--- config.mk ---
export PLATFORM = sky130hd
export DESIGN_NAME = msi_snoop_ctrl
export DESIGN_NICKNAME = d
export VERILOG_FILES = /design/src/rtl/msi_pkg.sv /design/src/rtl/msi_line_store.sv /design/src/rtl/msi_snoop_side.sv /design/src/rtl/msi_proc_side.sv /design/src/rtl/msi_snoop_ctrl.sv
export SDC_FILE = /design/constraint.sdc
export NUM_CORES = 1
export LEC_CHECK = 0
export ABC_AREA = 1
export BUFFER_PORTS_ARGS = -buffer_cell sky130_fd_sc_hd__clkbuf_2
export CAP_MARGIN = 20
export CORE_MARGIN = 2
export CORE_UTILIZATION = 50
export DETAILED_ROUTE_END_ITERATION = 10
export MAX_ROUTING_LAYER = met4
export PLACE_DENSITY = 0.71
export SKIP_CTS_REPAIR_TIMING = 1
export SYNTH_ARGS = -nofsm -noshare
export SYNTH_HDL_FRONTEND = slang
export SYNTH_SLANG_ARGS = --single-unit
--- constraint.sdc ---
create_clock -name clk -period 4.5 [get_ports clk]
set_clock_uncertainty 0.05 [all_clocks]
set_input_delay 0.45 -clock clk [delete_from_list [all_inputs] [get_ports clk]]
set_output_delay 0.45 -clock clk [all_outputs]
set_load 0.01 [all_outputs]
--- src/rtl/msi_pkg.sv ---
package msi_pkg;
  typedef enum logic [1:0] {
    LN_INV = 2'd0,
    LN_SHR = 2'd1,
    LN_MOD = 2'd2
  } line_st_t;

  typedef enum logic [1:0] {
    BC_NONE  = 2'd0,
    BC_READ  = 2'd1,
    BC_READX = 2'd2,
    BC_WB    = 2'd3
  } bus_cmd_t;
endpackage

--- src/rtl/msi_line_store.sv ---
module msi_line_store
  import msi_pkg::*;
#(
  parameter int IDX_W  = 3,
  parameter int TAG_W  = 13,
  parameter int DATA_W = 32
) (
  input  logic              clk,
  input  logic              rst_n,
  input  logic [IDX_W-1:0]  idx_a,
  output line_st_t          st_a,
  output logic [TAG_W-1:0]  tag_a,
  output logic [DATA_W-1:0] dat_a,
  input  logic [IDX_W-1:0]  idx_b,
  output line_st_t          st_b,
  output logic [TAG_W-1:0]  tag_b,
  output logic [DATA_W-1:0] dat_b,
  input  logic [IDX_W-1:0]  wr_idx,
  input  logic              we_st,
  input  line_st_t          wr_st,
  input  logic              we_tag,
  input  logic [TAG_W-1:0]  wr_tag,
  input  logic              we_dat,
  input  logic [DATA_W-1:0] wr_dat
);
  localparam int LINES = 1 << IDX_W;

  line_st_t          st_q  [LINES];
  logic [TAG_W-1:0]  tag_q [LINES];
  logic [DATA_W-1:0] dat_q [LINES];

  always_ff @(posedge clk) begin
    if (!rst_n) begin
      for (int i = 0; i < LINES; i++) st_q[i] <= LN_INV;
    end else if (we_st) begin
      st_q[wr_idx] <= wr_st;
    end
  end

  always_ff @(posedge clk) begin
    if (we_tag) tag_q[wr_idx] <= wr_tag;
    if (we_dat) dat_q[wr_idx] <= wr_dat;
  end

  assign st_a  = st_q[idx_a];
  assign tag_a = tag_q[idx_a];
  assign dat_a = dat_q[idx_a];
  assign st_b  = st_q[idx_b];
  assign tag_b = tag_q[idx_b];
  assign dat_b = dat_q[idx_b];
endmodule

--- src/rtl/msi_snoop_side.sv ---
module msi_snoop_side
  import msi_pkg::*;
#(
  parameter int TAG_W = 13
) (
  input  logic             snp_valid,
  input  bus_cmd_t         snp_cmd,
  input  logic [TAG_W-1:0] snp_tag,
  input  line_st_t         line_st,
  input  logic [TAG_W-1:0] line_tag,
  output logic             flush,
  output logic             upd,
  output line_st_t         new_st
);
  logic hit;
  assign hit = snp_valid && (line_st != LN_INV) && (line_tag == snp_tag);

  always_comb begin
    flush  = 1'b0;
    upd    = 1'b0;
    new_st = line_st;
    if (hit) begin
      unique case (snp_cmd)
        BC_READ: if (line_st == LN_MOD) begin
          flush  = 1'b1;
          upd    = 1'b1;
          new_st = LN_SHR;
        end
        BC_READX: begin
          flush  = (line_st == LN_MOD);
          upd    = 1'b1;
          new_st = LN_INV;
        end
        default: ;
      endcase
    end
  end
endmodule

--- src/rtl/msi_proc_side.sv ---
module msi_proc_side
  import msi_pkg::*;
#(
  parameter int TAG_W = 13
) (
  input  logic             cpu_valid,
  input  logic             cpu_write,
  input  logic [TAG_W-1:0] cpu_tag,
  input  logic             snp_valid,
  input  logic             bus_gnt,
  input  line_st_t         line_st,
  input  logic [TAG_W-1:0] line_tag,
  output logic             cpu_ready,
  output logic             bus_req,
  output bus_cmd_t         bus_cmd,
  output logic             victim_sel,
  output logic             upd_st,
  output line_st_t         new_st,
  output logic             upd_tag,
  output logic             upd_dat,
  output logic             dat_from_cpu
);
  logic tag_eq, present;
  assign tag_eq  = (line_tag == cpu_tag);
  assign present = (line_st != LN_INV) && tag_eq;

  always_comb begin
    cpu_ready    = 1'b0;
    bus_req      = 1'b0;
    bus_cmd      = BC_NONE;
    victim_sel   = 1'b0;
    upd_st       = 1'b0;
    new_st       = line_st;
    upd_tag      = 1'b0;
    upd_dat      = 1'b0;
    dat_from_cpu = 1'b0;
    if (cpu_valid && !snp_valid) begin
      if (present && (!cpu_write || line_st == LN_MOD)) begin
        cpu_ready    = 1'b1;
        upd_dat      = cpu_write;
        dat_from_cpu = 1'b1;
      end else if (line_st == LN_MOD && !tag_eq) begin
        bus_req    = 1'b1;
        bus_cmd    = BC_WB;
        victim_sel = 1'b1;
        upd_st     = bus_gnt;
        new_st     = LN_INV;
      end else if (cpu_write) begin
        bus_req = 1'b1;
        bus_cmd = BC_READX;
        upd_st  = bus_gnt;
        new_st  = LN_MOD;
        upd_tag = bus_gnt;
        upd_dat = bus_gnt;
      end else begin
        bus_req = 1'b1;
        bus_cmd = BC_READ;
        upd_st  = bus_gnt;
        new_st  = LN_SHR;
        upd_tag = bus_gnt;
        upd_dat = bus_gnt;
      end
    end
  end
endmodule

--- src/rtl/msi_snoop_ctrl.sv ---
module msi_snoop_ctrl
  import msi_pkg::*;
#(
  parameter int ADDR_W = 16,
  parameter int DATA_W = 32,
  parameter int IDX_W  = 3
) (
  input  logic              clk,
  input  logic              rst_n,
  input  logic              cpu_valid,
  output logic              cpu_ready,
  input  logic              cpu_write,
  input  logic [ADDR_W-1:0] cpu_addr,
  input  logic [DATA_W-1:0] cpu_wdata,
  output logic [DATA_W-1:0] cpu_rdata,
  output logic              bus_req,
  output logic [1:0]        bus_cmd,
  output logic [ADDR_W-1:0] bus_addr,
  output logic [DATA_W-1:0] bus_wdata,
  input  logic              bus_gnt,
  input  logic [DATA_W-1:0] bus_rdata,
  input  logic              snp_valid,
  input  logic [1:0]        snp_cmd,
  input  logic [ADDR_W-1:0] snp_addr,
  output logic              snp_flush,
  output logic [DATA_W-1:0] snp_data
);
  localparam int TAG_W = ADDR_W - IDX_W;

  logic [IDX_W-1:0] c_idx, s_idx;
  logic [TAG_W-1:0] c_tag, s_tag;
  assign c_idx = cpu_addr[IDX_W-1:0];
  assign c_tag = cpu_addr[ADDR_W-1:IDX_W];
  assign s_idx = snp_addr[IDX_W-1:0];
  assign s_tag = snp_addr[ADDR_W-1:IDX_W];

  line_st_t          st_a, st_b;
  logic [TAG_W-1:0]  tag_a, tag_b;
  logic [DATA_W-1:0] dat_a, dat_b;

  logic     s_upd;
  line_st_t s_new;
  logic     p_upd_st, p_upd_tag, p_upd_dat, p_from_cpu, p_victim;
  line_st_t p_new;
  bus_cmd_t p_cmd;

  msi_snoop_side #(.TAG_W(TAG_W)) u_snoop (
    .snp_valid (snp_valid),
    .snp_cmd   (bus_cmd_t'(snp_cmd)),
    .snp_tag   (s_tag),
    .line_st   (st_b),
    .line_tag  (tag_b),
    .flush     (snp_flush),
    .upd       (s_upd),
    .new_st    (s_new)
  );

  msi_proc_side #(.TAG_W(TAG_W)) u_proc (
    .cpu_valid    (cpu_valid),
    .cpu_write    (cpu_write),
    .cpu_tag      (c_tag),
    .snp_valid    (snp_valid),
    .bus_gnt      (bus_gnt),
    .line_st      (st_a),
    .line_tag     (tag_a),
    .cpu_ready    (cpu_ready),
    .bus_req      (bus_req),
    .bus_cmd      (p_cmd),
    .victim_sel   (p_victim),
    .upd_st       (p_upd_st),
    .new_st       (p_new),
    .upd_tag      (p_upd_tag),
    .upd_dat      (p_upd_dat),
    .dat_from_cpu (p_from_cpu)
  );

  msi_line_store #(.IDX_W(IDX_W), .TAG_W(TAG_W), .DATA_W(DATA_W)) u_store (
    .clk    (clk),
    .rst_n  (rst_n),
    .idx_a  (c_idx),
    .st_a   (st_a),
    .tag_a  (tag_a),
    .dat_a  (dat_a),
    .idx_b  (s_idx),
    .st_b   (st_b),
    .tag_b  (tag_b),
    .dat_b  (dat_b),
    .wr_idx (snp_valid ? s_idx : c_idx),
    .we_st  (s_upd | p_upd_st),
    .wr_st  (snp_valid ? s_new : p_new),
    .we_tag (p_upd_tag),
    .wr_tag (c_tag),
    .we_dat (p_upd_dat),
    .wr_dat (p_from_cpu ? cpu_wdata : bus_rdata)
  );

  assign bus_cmd   = p_cmd;
  assign bus_addr  = p_victim ? {tag_a, c_idx} : cpu_addr;
  assign bus_wdata = dat_a;
  assign cpu_rdata = dat_a;
  assign snp_data  = dat_b;
endmodule

==> impl_results.md, run 1 <==
- TritonCTS clock tree: yes
- Post-synthesis instance total: 2210
- Die area: 41540 um2
- Combinational share of power: 0.117
- Register area: 11290 um2
- # setup viols final: 0
- Worst VDD drop: 0.0002556 V
- Most used cell, CP: nand2_1
- Final Hold Vio Count: 0
- Inst Count DP: 2804
- DP HPWL: 35.58 mm
- MaxCap Viol Count: 0
- Post-route setup TNS: 0 ns
- TritonRoute pass-1 iters: 9
- Final Non-Filler Cells: 2877
- Antenna violations before repair: 0
- Setup crit start kind: input port
- First-pass GRT wire length: 87.41 mm
- Synth Cell Area: 19960 um2
- Total detailed-routing wirelength: 57.10 mm
- Area Overhead vs Synth: 12.96%
- Cells along the critical path: buf_6 > buf_4 > nor2_1 > nor2_1 > nand2_1 > nand3_1 > nand2_1 > nand2_1 > nand2_1 > nor2_1 > nand2_1 > nor2_2 > a21oi_1 > nand2_1 > buf_4 > nand2_1 > o21ai_0 > clkbuf_2
- Pin count of the biggest net entering global routing: 106
- Slowest-stage cell, CP: buf_4
- Arr. time, crit path: 3.42 ns
- Via Count: 16870
- Endpoint type of the worst setup path: primary output
- Internal power: 6017 uW
- Worst-margin pin slew: 0.9588 ns
- Initial DRC Count: 2118
- Fillcell total: 3350
- Hold WS: 0.2116 ns
- Power Density: 356.1 nW/um2
- Starting Density: 0.5048
- Setup CP Type: input port to primary output
- Sw Ratio: 0.2508
- Max-slew violations: 0
- Synthesis Warnings: 0
- Vias in the first global route: 16090
- Core Area: 39550 um2
- Drt wl/cell: 19.85 um
- Worst EP required: 4.00 ns
- Clk_lat worst skew: 0.53 ns
- NetSw: 2014 uW
- Rel. slew slack: 0.3608
- Total gr overflow: 0
- Cell variety after synth: 28
- Sequential fraction of the synthesis area: 0.5656
- Commonest non-fill, non-tap cell in the layout: nand2_1
- Part of the power in the clock network: 0.397
- Clock Path Buffers: 3
- Slowest Stage Delay on Critical Path: 0.65 ns
- P_leak: 0.008788 uW
- CTS sink count: 376
- Antenna viol nets, final: 0
- Die height: 203.8 um
- Outcome: completed
- DR vias/cell: 5.863
- Syn Nets: 2316
- Most frequent cells in the layout: nand2_1 (442), edfxtp_1 (376), o21ai_0 (340), clkbuf_2 (216), inv_1 (208)
- CTS Buf Count: 41
- IO Port Bufs: 220
- Die X-Extent: 203.8 um
- Min cycle time layout: 3.923 ns
- Ports: 221
- Antenna cells: 0
- Min-delay worst type: input port to flop
- H-tree Lvls: 2
- # rows: 73
- Final Wtd Congestion: 0.8832
- Seq cells post-synth: 376
- Total GRT Usage: 0.2798
- Final layout net count: 2428
- Avg Inst Size Synth: 9.034 um2
- Tcrit/Tclk final: 0.8718
- Clock-pin slew on the worst setup and hold paths: 0.06 ns
- Layout cell share with drive strength beyond 1: 0.1522
- Crit-path max FO: 91
- Total chip power: 8032 uW
- Fmax: 0.2549 GHz
- CTS root buf: clkbuf_16
- Remaining DRCs: 0
- Multi-input gate area: 6994 um2
- Reg power frac: 0.485
- RSZ-0062 raised after global routing: no
[cell families (layout without fill, tap and decap cells)]
logic type               Yosys count  in the layout  share of synthesized area
AND/OR/NAND/NOR                  742            742                     0.1556
AO/OA/AOI/OAI                    684            684                     0.1885
buffers and inverters            406            548                    0.08912
flip-flops                       376            376                     0.5656
adder cells (fa/ha/maj)            2              2                   0.001253
[state kept, by name, summed over array words and instances, names as in the netlist]
signal,count
u_store.tag_q,104
u_store.st_q,16
u_store.dat_q,256
[layout make-up]
cell class	count	share of cell area
sequential	376	0.5007
multi-input combinational	1428	0.3101
clock inverter	26	0.009654
inverter	214	0.03567
timing repair buffer	261	0.06824
clock buffer	47	0.04649
tap	525	0.02913
[stage by stage]
stage,instance area (um2),setup slack (ns),utilization
after floorplan,19960,0.7171,-
after global placement,21290,0.5627,0.5382
after detailed placement,21290,0.5139,0.5382
after CTS,22550,0.5913,0.5702
after global routing,22550,0.2229,0.5702
final,22550,0.5770,0.5702
[routing by layer]
metal / track usage / routed length [um] / vias to the layer above
met5: - / 0 / -
met4: 0.1217 / 2314 / 0
met3: 0.03651 / 5370 / 159
met2: 0.4480 / 27030 / 957
met1: 0.3593 / 22390 / 7869
li1: - / - / 7882
[path summary, 6_finish.rpt]
path,startpoint,to,slack (ns),cells after the start
min,cpu_addr[5],u_store.tag_q[5][2],0.21,1
max reg2reg,u_store.tag_q[7][0],u_store.dat_q[0][31],1.30,16
max,cpu_addr[0],bus_addr[13],0.58,18
min reg2reg,u_store.st_q[7][1],u_store.st_q[6][1],1.20,8
[critical path: cells and delay by family]
kind	cells	cell delay, ns
compound gates	2	0.23
buf+inv	4	1.16
simple gates	12	1.56
[power by group through the flow]
stage,logic [uW],clock network (uW),registers [uW]
2_1_floorplan,609,0,3970
3_3_place_gp,909,0,3970
3_5_place_dp,929,0,3970
4_1_cts,934,3220,3900
5_1_grt,1040,3350,3900
6_report,942,3190,3900
[synthesized netlist by cell type]
cell type,count,area [um2]
ha_1,2,25.02
nor3_2,1,10.01
nand4_1,1,6.260
clkinv_1,1,3.750
inv_2,3,11.26
o22ai_1,1,6.260
nor2_1,162,608.1
nor2_2,3,18.77
buf_1,9,33.78
edfxtp_1,376,11290
buf_6,9,101.4
o21ai_0,340,1702
a21oi_1,162,810.8
nor3_1,9,45.04
nand3_2,8,80.08
nand2_4,1,11.26
nand2_1,442,1659
nor2_4,2,22.52
buf_2,24,120.1
clkbuf_1,108,405.4
buf_4,42,315.3
a31oi_1,64,400.4
nand3_1,89,445.4
o211ai_1,103,773.2
inv_1,210,788.3
nand3b_1,22,165.2
o21ai_1,14,70.07
nand3_4,2,35.03
No activity file was read; power rests on OpenSTA's default activity.
==> run 2: changes to the inputs <==
--- a/config.mk
+++ b/config.mk
@@ -5,8 +5,7 @@
 export SDC_FILE = /design/constraint.sdc
 export NUM_CORES = 1
 export LEC_CHECK = 0
-export ABC_AREA = 1
-export BUFFER_PORTS_ARGS = -buffer_cell sky130_fd_sc_hd__clkbuf_2
+export BUFFER_PORTS_ARGS = -buffer_cell sky130_fd_sc_hd__buf_2
 export CAP_MARGIN = 20
 export CORE_MARGIN = 2
 export CORE_UTILIZATION = 50
==> impl_results.md, run 2 <==
- Worst-margin pin slew: 0.8750 ns
- Slowest Stage Delay on Critical Path: 0.65 ns
- FF-to-FF setup slack: 0.79 ns
- Most frequent cells in the layout: edfxtp_1 (376), buf_2 (214), mux4_2 (158), mux2_2 (134), buf_4 (53)
- Cells along the critical path: buf_4 > buf_4 > mux4_2 > mux2i_1 > nand2b_1 > nor3_2 > buf_4 > mux2_2 > buf_2
- Commonest non-fill, non-tap cell in the layout: edfxtp_1
- Worst Path Buf+Inv: 4
- Post-synth top area share: 0.6017
- Most used cell, CP: buf_4
- Post-synth ARST share: 0
- Setup CP Type: input port to primary output
- Yosys top cell by area: edfxtp_1
- Hold EP: u_store.tag_q[4][9]
- Total detailed-routing wirelength: 43.85 mm
- Final Hold Vio Count: 0
- Clock-pin slew on the worst setup and hold paths: 0.05 ns
- Die height: 197.7 um
- Worst path top cell family by delay: buffers and inverters
- Syn Nets: 1127
- Synth Area in Simple Gates: 0.03307
- Final Non-Filler Cells: 1732
- Worst hold path startpoint: cpu_addr[12]
- CTS root buf: clkbuf_16
- Remaining DRCs: 0
- Synthesis Warnings: 0
- Worst hold path depth: 1
- Die X-Extent: 197.7 um
- Final layout net count: 1337
- Tcrit/Tclk final: 0.9734
- RR Endpoint: u_store.dat_q[7][29]
- DP HPWL: 28.26 mm
- P_leak: 0.007365 uW
- H-tree Lvls: 2
- Area Overhead vs Synth: 14.76%
- Setup crit start kind: input port
- Outcome: completed
- Max-slew violations: 0
- Slowest-stage cell, CP: nor3_2
- TritonRoute pass-1 iters: 5
- Power Density: 358.9 nW/um2
- DR vias/cell: 6.132
- Area contributors post-synth: edfxtp_1 (60%), mux4_2 (19%), mux2_2 (8.0%)
- Most frequent cells after synthesis: edfxtp_1 (376), mux4_2 (158), mux2_2 (134), mux2i_1 (37), buf_4 (36)
- Sequential fraction of the synthesis area: 0.6017
- EDFF count, synth: 376
- Rel. slew slack: 0.4167
- Total gr overflow: 0
- Drt wl/cell: 25.31 um
- Worst EP required: 4.00 ns
- Cell variety after synth: 51
- Final Wtd Congestion: 0.8671
- Largest family of logic cells by synthesized area: multiplexers
- Die area: 39090 um2
- Initial DRC Count: 848
- Biggest regs: u_store.dat_q: 256 flops, u_store.tag_q: 104 flops, u_store.st_q: 16 flops
- Count leader, synth: edfxtp_1
- Avg Inst Size Synth: 18.38 um2
- CTS sink count: 376
- Ports: 221
- Inst Count DP: 1657
- Seq cells post-synth: 376
- Antenna viol nets, final: 0
- Post-route setup TNS: 0 ns
- Post-synthesis instance total: 1021
- # setup viols final: 0
- Post-Synth Adder-Cell Area: 0.001334
- Crit-path max FO: 38
- Worst R2R Path Depth: 9
- Biggest register: u_store.dat_q
- RSZ-0062 raised after global routing: no
- MaxCap Viol Count: 0
- Worst VDD drop: 0.0003388 V
- Fin util: 0.5854
- First-pass GRT wire length: 64.66 mm
- # rows: 70
- Mux contribution to synthesized area: 0.3012
- Synth Area in Compound Gates: 0.02054
- Clock Path Buffers: 3
- Vias in the first global route: 10730
- Arr. time, crit path: 3.88 ns
- Via Count: 10620
- Clk_lat worst skew: 0.54 ns
- Xor/xnor share of the synthesized area: 0.009335
- Starting Density: 0.5101
- Synth Cell Area: 18760 um2
- Main synth FF type: edfxtp_1
- Min cycle time layout: 4.380 ns
- TritonCTS clock tree: yes
- Layout cell share with drive strength beyond 1: 0.5048
- Min-delay worst type: input port to flop
- CTS Buf Count: 40
- Pin count of the biggest net entering global routing: 44
- Max reg flops: 256
- Core Area: 36790 um2
- Total GRT Usage: 0.2326
- Antenna violations before repair: 4
- Endpoint type of the worst setup path: primary output
- IO Port Bufs: 220
- FF-to-FF Start: u_store.st_q[4][0]
- Fmax: 0.2283 GHz
run 2: worst max path at each step:
stage	cells past startpoint	slack [ns]	endpoint	startpoint
floorplan	9	0.10	u_store.dat_q[5][0]	cpu_addr[0]
global placement	11	0.18	u_store.dat_q[7][23]	cpu_addr[2]
detailed placement	11	0.02	u_store.dat_q[7][29]	cpu_addr[2]
CTS	9	0.16	bus_addr[4]	cpu_addr[2]
global route	9	0.04	bus_addr[4]	cpu_addr[2]
finish	9	0.12	bus_addr[4]	cpu_addr[2]
run 2: power by group:
group / leakage, uW / switching, uW / total (uW) / internal (uW)
combinational: 0.00338 / 439 / 811 / 372
clock: 0.000576 / 1280 / 3020 / 1740
sequential: 0.00341 / 11.9 / 3900 / 3890
total: 0.00736 / 1730 / 7730 / 5990
run 2: kinds of logic (layout without fill, tap and decap cells):
| family | count (synthesis) | in the layout |
|---|---|---|
| DFF | 376 | 376 |
| AOI/OAI and AO/OA | 57 | 57 |
| xor gates and xnor gates | 20 | 20 |
| other | 0 | 4 |
| adders and majority gates | 2 | 2 |
| buffers and inverters | 112 | 351 |
| muxes | 340 | 340 |
| and+or+nand+nor | 114 | 114 |
run 2: cell type report:
| class | instances | area [um2] |
|---|---|---|
| Timing Repair Buffer | 269 | 1491 |
| Clock buffer | 54 | 1075 |
| Multi-Input combinational cell | 533 | 6918 |
| Inverter | 11 | 41.29 |
| Sequential cell | 376 | 11290 |
| Antenna cell | 4 | 10.01 |
| Fill cell | 2766 | 15250 |
| Clock inverter | 17 | 121.4 |
| Tap cell | 468 | 585.6 |
run 2: worst register-to-register path, cell delays in order (launching register included):
cell	delay (ns)
edfxtp_1	0.40
mux4_2	0.48
mux2i_1	0.46
nand2b_1	0.22
o21ai_0	0.16
nor3b_1	0.28
nand4_1	0.15
o21a_1	0.49
nor2_4	0.21
buf_4	0.40
run 2: layer usage:
layer | part of all wire | vias up | GRT usage | wire length (um)
met5 | 0 | - | - | 0
met4 | 0.022 | 0 | 0.06182 | 986
met3 | 0.065 | 83 | 0.03492 | 2836
met2 | 0.50 | 419 | 0.3854 | 22070
met1 | 0.41 | 5480 | 0.3047 | 17950
li1 | - | 4639 | - | -
run 2: metrics by stage:
step | total power, uW | instance area [um2] | setup WS [ns] | hold slack (ns)
final | 7728 | 21530 | 0.1196 | 0.1471
after global routing | 7975 | 21530 | 0.03859 | 0.1554
after CTS | 7786 | 21520 | 0.1612 | 0.1327
after detailed placement | 4786 | 20330 | 0.02314 | 0.6886
after global placement | 4778 | 20330 | 0.1802 | 0.6830
after floorplan | 4527 | 18760 | 0.1001 | 0.4989
